### config.mk
export PLATFORM = sky130hd
export DESIGN_NAME = cnt_timer_chan
export DESIGN_NICKNAME = d
export VERILOG_FILES = /design/src/rtl/cnt_timer_pkg.sv /design/src/rtl/cnt_timer_ctrl.sv /design/src/rtl/cnt_timer_dp.sv /design/src/rtl/cnt_timer_chan.sv
export SDC_FILE = /design/constraint.sdc
export NUM_CORES = 1
export LEC_CHECK = 0
export ABC_AREA = 1
export CAP_MARGIN = 15
export CORE_MARGIN = 8
export CORE_UTILIZATION = 57
export DETAILED_ROUTE_END_ITERATION = 8
export PLACE_DENSITY = 0.79
export SLEW_MARGIN = 20
export SYNTH_ARGS = -nofsm -noshare
export SYNTH_HDL_FRONTEND = slang
export SYNTH_SLANG_ARGS = --single-unit
### constraint.sdc
create_clock -name clk -period 1.5 [get_ports clk]
set_input_delay 0.3 -clock clk [delete_from_list [all_inputs] [get_ports clk]]
set_output_delay 0.3 -clock clk [all_outputs]
set_load 0.02 [all_outputs]
### src/rtl/cnt_timer_pkg.sv
package cnt_timer_pkg;
  // control-word field positions
  localparam int BIT_CTL     = 0;
  localparam int BIT_SRST    = 1;
  localparam int BIT_TCF     = 2;
  localparam int BIT_RISE    = 3;
  localparam int BIT_DIV     = 4;
  localparam int BIT_CNTMODE = 6;
  localparam int BIT_IE      = 7;

  typedef struct packed {
    logic load;         // load time constant, clear prescaler
    logic run;          // counting enabled
    logic counterMode;  // 1: trigger edges, 0: prescaled clock
    logic risingEdge;   // trigger edge select
    logic div256;       // prescale select
  } chanStrobe_t;
endpackage

### src/rtl/cnt_timer_ctrl.sv
module cnt_timer_ctrl
  import cnt_timer_pkg::*;
#(
  parameter int DATA_W = 8
) (
  input  logic              clk,
  input  logic              rstN,
  input  logic              wrEn,
  input  logic [DATA_W-1:0] wrData,
  input  logic              zeroEvt,
  input  logic              irqAck,
  output chanStrobe_t       strobe,
  output logic              awaitTc,
  output logic              intEn,
  output logic              irqOut
);
  logic running, cntMode, riseSel, divSel;
  logic isCtl;
  logic unusedBits;

  assign isCtl      = wrEn && !awaitTc && wrData[BIT_CTL];
  assign unusedBits = ^wrData;

  always_ff @(posedge clk) begin
    if (!rstN) begin
      awaitTc <= 1'b0;
      running <= 1'b0;
      cntMode <= 1'b0;
      riseSel <= 1'b0;
      divSel  <= 1'b0;
      intEn   <= 1'b0;
    end else if (wrEn && awaitTc) begin
      awaitTc <= 1'b0;
      running <= 1'b1;
    end else if (isCtl) begin
      cntMode <= wrData[BIT_CNTMODE];
      riseSel <= wrData[BIT_RISE];
      divSel  <= wrData[BIT_DIV];
      intEn   <= wrData[BIT_IE];
      if (wrData[BIT_TCF]) begin
        awaitTc <= 1'b1;
        running <= 1'b0;
      end else if (wrData[BIT_SRST]) begin
        running <= 1'b0;
      end
    end
  end

  // request set has priority over acknowledge
  always_ff @(posedge clk) begin
    if (!rstN)                  irqOut <= 1'b0;
    else if (zeroEvt && intEn)  irqOut <= 1'b1;
    else if (irqAck)            irqOut <= 1'b0;
  end

  always_comb begin
    strobe.load        = wrEn && awaitTc;
    strobe.run         = running;
    strobe.counterMode = cntMode;
    strobe.risingEdge  = riseSel;
    strobe.div256      = divSel;
  end
endmodule

### src/rtl/cnt_timer_dp.sv
module cnt_timer_dp
  import cnt_timer_pkg::*;
#(
  parameter int CNT_W   = 8,
  parameter int PRE_W   = 8,
  parameter int LO_LOG2 = 4,
  parameter int SYNC_N  = 2
) (
  input  logic             clk,
  input  logic             rstN,
  input  chanStrobe_t      strobe,
  input  logic [CNT_W-1:0] wrData,
  input  logic             trigIn,
  output logic             zeroEvt,
  output logic             zeroOut,
  output logic [CNT_W-1:0] cnt,
  output logic [CNT_W-1:0] tcReg
);
  localparam int HIST_W = SYNC_N + 1;
  localparam logic [CNT_W-1:0] CNT_ONE = CNT_W'(1);

  logic [HIST_W-1:0] trigHist;
  logic [PRE_W-1:0]  preCnt;
  logic trigNow, trigPrev, edgeHit, preTick, tick;

  assign trigNow  = trigHist[SYNC_N-1];
  assign trigPrev = trigHist[SYNC_N];
  assign edgeHit  = strobe.risingEdge ? (trigNow && !trigPrev)
                                      : (!trigNow && trigPrev);
  assign preTick  = strobe.div256 ? (&preCnt) : (&preCnt[LO_LOG2-1:0]);
  assign tick     = strobe.run && (strobe.counterMode ? edgeHit : preTick);
  assign zeroEvt  = tick && (cnt == CNT_ONE);

  always_ff @(posedge clk) begin
    if (!rstN) trigHist <= '0;
    else       trigHist <= {trigHist[HIST_W-2:0], trigIn};
  end

  always_ff @(posedge clk) begin
    if (!rstN || strobe.load)
      preCnt <= '0;
    else if (strobe.run && !strobe.counterMode)
      preCnt <= preTick ? '0 : preCnt + 1'b1;
  end

  always_ff @(posedge clk) begin
    if (!rstN) begin
      cnt   <= '0;
      tcReg <= '0;
    end else if (strobe.load) begin
      cnt   <= wrData;
      tcReg <= wrData;
    end else if (tick) begin
      cnt <= (cnt == CNT_ONE) ? tcReg : cnt - 1'b1;
    end
  end

  always_ff @(posedge clk) begin
    if (!rstN) zeroOut <= 1'b0;
    else       zeroOut <= zeroEvt;
  end
endmodule

### src/rtl/cnt_timer_chan.sv
module cnt_timer_chan
  import cnt_timer_pkg::*;
#(
  parameter int CNT_W   = 8,
  parameter int LO_LOG2 = 4
) (
  input  logic             clk,
  input  logic             rstN,
  input  logic             wrEn,
  input  logic [CNT_W-1:0] wrData,
  input  logic             trigIn,
  input  logic             irqAck,
  output logic             zeroOut,
  output logic             irqOut
);
  chanStrobe_t      strobe;
  logic             zeroEvt, awaitTc, intEn;
  logic [CNT_W-1:0] cnt, tcReg;

  cnt_timer_ctrl #(.DATA_W(CNT_W)) u_ctrl (
    .clk(clk), .rstN(rstN), .wrEn(wrEn), .wrData(wrData),
    .zeroEvt(zeroEvt), .irqAck(irqAck), .strobe(strobe),
    .awaitTc(awaitTc), .intEn(intEn), .irqOut(irqOut)
  );

  cnt_timer_dp #(.CNT_W(CNT_W), .PRE_W(CNT_W), .LO_LOG2(LO_LOG2), .SYNC_N(2)) u_dp (
    .clk(clk), .rstN(rstN), .strobe(strobe), .wrData(wrData),
    .trigIn(trigIn), .zeroEvt(zeroEvt), .zeroOut(zeroOut),
    .cnt(cnt), .tcReg(tcReg)
  );
endmodule

Word-level counts from Yosys, hierarchy flattened. Index checks and enable logic that the tools add are counted. W data, S select, Z words.

Register bits after elaboration: 35. Bits of input ports: 13. Word-level logic and storage cells: 55.

Add/sub/neg operators: 2. Eq/ne operators: 1. Reduce and logical (&&, ||, !) cells: 25. Bitwise logic cells: 2. Multiplexer cells: 13.

Operators by type and width (number): $mux W8 (4); $logic_and A1 B1 Y1 (9); $mux W1 (9); $add A8 B1 Y8 const B (1); $eq A8 B1 Y1 const B (1); $reduce_and A8 Y1 (1); $sub A8 B1 Y8 const B (1); $reduce_and A2 Y1 (3); $reduce_bool A2 Y1 (3); $logic_not A1 Y1 (5); $reduce_and A4 Y1 (1); $reduce_bool A3 Y1 (1); $not A1 Y1 (2); $reduce_or A2 Y1 (1); $logic_or A1 B1 Y1 (1).

Depth between registers and ports, before layout.
Word-level depth: 8. Gate-level depth with buffers: 11. Mapped depth without buffers: 11.

By module. From an unflattened synthesis, not the netlist that was laid out.

Cells, all modules: 258. Area total of the unflattened synthesis: 1776.7 µm².

By module, submodules not included: cnt_timer_dp (cells an instance 216, area an instance 1471.4 µm², times used 1); cnt_timer_ctrl (cells an instance 42, area an instance 305.3 µm², times used 1).

Worst setup path after synthesis. Ideal clock, no wire load.

Path type: reg-to-reg. From: register u_dp.preCnt[0]. To: register u_dp.cnt[5]. Period minus slack after synthesis: 1.348 ns. Stages on the path, launching flop included: 10. Setup time: 0.115 ns. Data arrival time: 1.234 ns. Setup slack: 0.152 ns. Cell sequence: dfxtp_1 -> ha_1 -> nand3_2 -> nor2_4 -> nand2_4 -> nand3_4 -> buf_12 -> nand2_2 -> nor2_2 -> nor2_1.

Cells in the longest elaborated chain, start to end: 5. Elaborated cells on any way between the ends: 6. Those cells by class: mux (2); reduce/logical (4).

RTL lines: start: declaration (line cnt_timer_dp.sv:23) `logic [PRE_W-1:0] preCnt;`; start signal: assignment (line cnt_timer_dp.sv:43) `preCnt <= preTick ? '0 : preCnt + 1'b1;`; $reduce_and A8 Y1 / $reduce_and A4 Y1 (equally long branches) (line cnt_timer_dp.sv:30) `assign preTick = strobe.div256 ? (&preCnt) : (&preCnt[LO_LOG2-1:0]);`; $mux W1 * (line cnt_timer_dp.sv:30); $mux W1 * (line cnt_timer_dp.sv:31) `assign tick = strobe.run && (strobe.counterMode ? edgeHit : preTick);`; $logic_and A1 B1 Y1 * (line cnt_timer_dp.sv:31); $reduce_bool A2 Y1 (no line) *; end signal: assignment (line cnt_timer_dp.sv:51) `cnt <= wrData;`; end signal: assignment (line cnt_timer_dp.sv:54) `cnt <= (cnt == CNT_ONE) ? tcReg : cnt - 1'b1;`; end: declaration (line cnt_timer_dp.sv:16) `output logic [CNT_W-1:0] cnt,`.

Mark *: on every way between the ends. The rest lies on a longest branch, timed or not. A chain may end at the register's enable or synchronous reset.

Worst setup path in the final report.
From: register u_dp.preCnt[1]. To: register u_dp.cnt[5].

The elaborated chain is that of the path after synthesis.

==> reports/metrics.cfg <==
[pwr]
total_power_uw=1963
p_leak_uw=0.0009467
vdd_drop_max_mv=0.7913
p_per_area_mw_per_mm2=928.0

[placement]
io_buffer_count=14
place_area_mm2=0.002001
dpl_worst_slack_ns=-0.06854
place.gp.congestion=0.8838
dpl.hpwl_mm=2.897

[floorplan]
start_util_pct=59.46
die_w_um=72.20
row_count=20
dieArea_mm2=0.005213
io_pins=15
die_h_um=72.20
core_area_mm2=0.003028

[layout]
final_cell_mix=64 x nand2_1, 33 x inv_1, 32 x dfxtp_1
drive_above_1_share_pct=17.25
areaGrowthSynthToFinish_pct=17.51
final_common_cell=nand2_1
design_area_mm2=0.002116
fillCellCount=286
final_nets=299
antenna_cells=0

[sta]
fin_skew_ns=0.01720
fmax_ghz=0.7223
worstMarginPinSlew_ns=0.2913
hold_viol=0
finalSetupViolCount=0
maxSlewViolCount=0
max_slew_margin_pct=80.46
whs_ns=0.4281
post-route-period-util_pct=92.30
fin_crit_ns=1.385
worst_slack_ns=0.1155

[detailed_routing]
detail_route.wl_per_cell_um=11.92
drtIter0Drc=128
routed_wl_mm=3.911
drc=0
antenna_left=0
vias_per_cell=5.018
drtPass1Iterations=7
vias=1646

[clocking]
cts_tree=done
postCtsSetupRepairBufs=0
clk_pin_slew_ns=0.12
clk_path_buf_depth=2
cts_root_buffer=clkbuf_4
holdBufCountCts=0
cts_made_buffers=5
clk_latency_ns=0.35
cts_sinks=35
h-tree-depth=2

[setup_path]
end_kind=flip-flop
cp.required_ns=1.75
crit_start=u_dp.preCnt[1]$_SDFFE_PP0P_
crit_path_start_kind=flip-flop
cp_max_fo=7
worst-path-buf-inv=0
crit_chain=ha_2, nand3_2, nor2_4, nand2_4, nand3_4, nand2_2, nor2_2, nor2_1
worstSetupPathType=flip-flop to flip-flop
crit_family=simple AND/OR/NAND/NOR gates
cpPeakStageDelay_ns=0.37
rr_startpoint=u_dp.preCnt[1]$_SDFFE_PP0P_
cpMaxStageDelayCell=dfxtp_1
cp.arrival_ns=1.64

[global_routing]
grtUsageTotal_pct=15.76
antenna_found_initial=0
grt_max_degree=18
grt-ovfl-total=0
met3_usage_pct=4.408
grt_pass1_wl_mm=6.534
use_met2_pct=23.27
grt_pass1_vias=1492
top_usage_layer=met2
grtUsageMet1_pct=20.57

[logic_synthesis]
syn_nets=275
ys_ff_latch=35
syn-instance-count=259
syn_area_mm2=0.001800
syn_area_per_cell_um2=6.952
synth.distinct_cells=27
yosysWarnings=0
seq_area_frac_synth_pct=38.92

[worst_hold_path]
hold_start=u_dp.trigHist[0]$_SDFF_PN0_
min_path_type=flip-flop to flip-flop

[run_status]
status=finished clean

[run]
drv_cap=0

[worst register-to-register path, delay by kind of cell, from the launching register on]
family	cells	cell delay, ns
adders and majority gates	1	0.21
and+or+nand+nor	7	0.71
DFF	1	0.37
[cells by family after synthesis]
logic type,Yosys count,share of synthesized area [%]
buffers and inverters,45,10.77
DFF,35,38.92
AOI/OAI and AO/OA,32,9.729
adders and majority gates,3,2.085
xor gates and xnor gates,2,0.9731
and+or+nand+nor,142,37.53
[final cells by class]
class	count	area [µm²]	share of cell area (%)
Clock inverter	3	43.79	2.070
Inverter	41	153.9	7.274
Tap cell	44	55.05	2.602
Multi-Input combinational cell	180	938.4	44.35
Clock buffer	5	37.54	1.774
Sequential cell	35	704.4	33.29
Timing Repair Buffer	20	182.7	8.634
[Yosys cell counts]
cell type	instances	share of area [%]
nand4_1	5	1.7
nor3b_1	2	0.83
inv_2	4	0.83
buf_4	2	0.83
nand3_2	4	2.2
inv_1	35	7.3
clkinv_1	2	0.42
ha_1	3	2.1
nand2_1	64	13
nand3_4	1	0.97
nand3_1	20	5.6
nand2_4	1	0.63
dfxtp_1	35	39
nor2_4	2	1.3
a21oi_1	15	4.2
o21ai_4	1	0.90
xnor2_1	2	0.97
nand3b_1	1	0.42
and3_1	1	0.35
o22ai_1	3	1.0
nor2_1	29	6.0
o21ai_1	4	1.1
buf_2	1	0.28
nor2_2	4	1.4
buf_12	1	1.1
nand2_2	8	2.8
o21ai_0	9	2.5
[timing repair]
item                       4_1_cts  5_1_grt
gates resized for setup          2       11
gates cloned                     0        1
setup endpoints to repair        2        8
[through the flow]
stage,instances,setup TNS (ns),utilization [%]
floorplan,259,0,-
global placement,319,-0.2132,66.07
detailed placement,319,-0.3968,66.07
CTS,327,0,68.68
global route,328,-0.0004858,69.88
finish,328,0,69.88
[where the power goes]
| part | leakage (µW) | switching [µW] | internal [µW] |
|---|---|---|---|
| logic | 0.000616 | 172 | 121 |
| registers | 0.000286 | 22.8 | 959 |
| clock network | 0.0000452 | 338 | 351 |
[layer usage]
metal / share of wire [%] / vias up
li1: - / 864
met1: 47 / 724
met2: 45 / 49
met3: 5.1 / 9
met4: 2.3 / 0
met5: 0 / -
[flip-flops by register name, summed over array words and instances (netlist names), 3 cells and up]
signal and count:
u_dp.cnt 8, u_dp.preCnt 8, u_dp.tcReg 8, u_dp.trigHist 3
[final timing paths]
kind	to	slack [ns]	cells after the start
min	u_dp.trigHist[1]$_SDFF_PN0_	0.43	2
max	u_dp.cnt[5]$_SDFFE_PN0P_	0.12	8
min reg2reg	u_dp.trigHist[1]$_SDFF_PN0_	0.43	2
max reg2reg	u_dp.cnt[5]$_SDFFE_PN0P_	0.12	8
(Power assumes the default switching activity.)
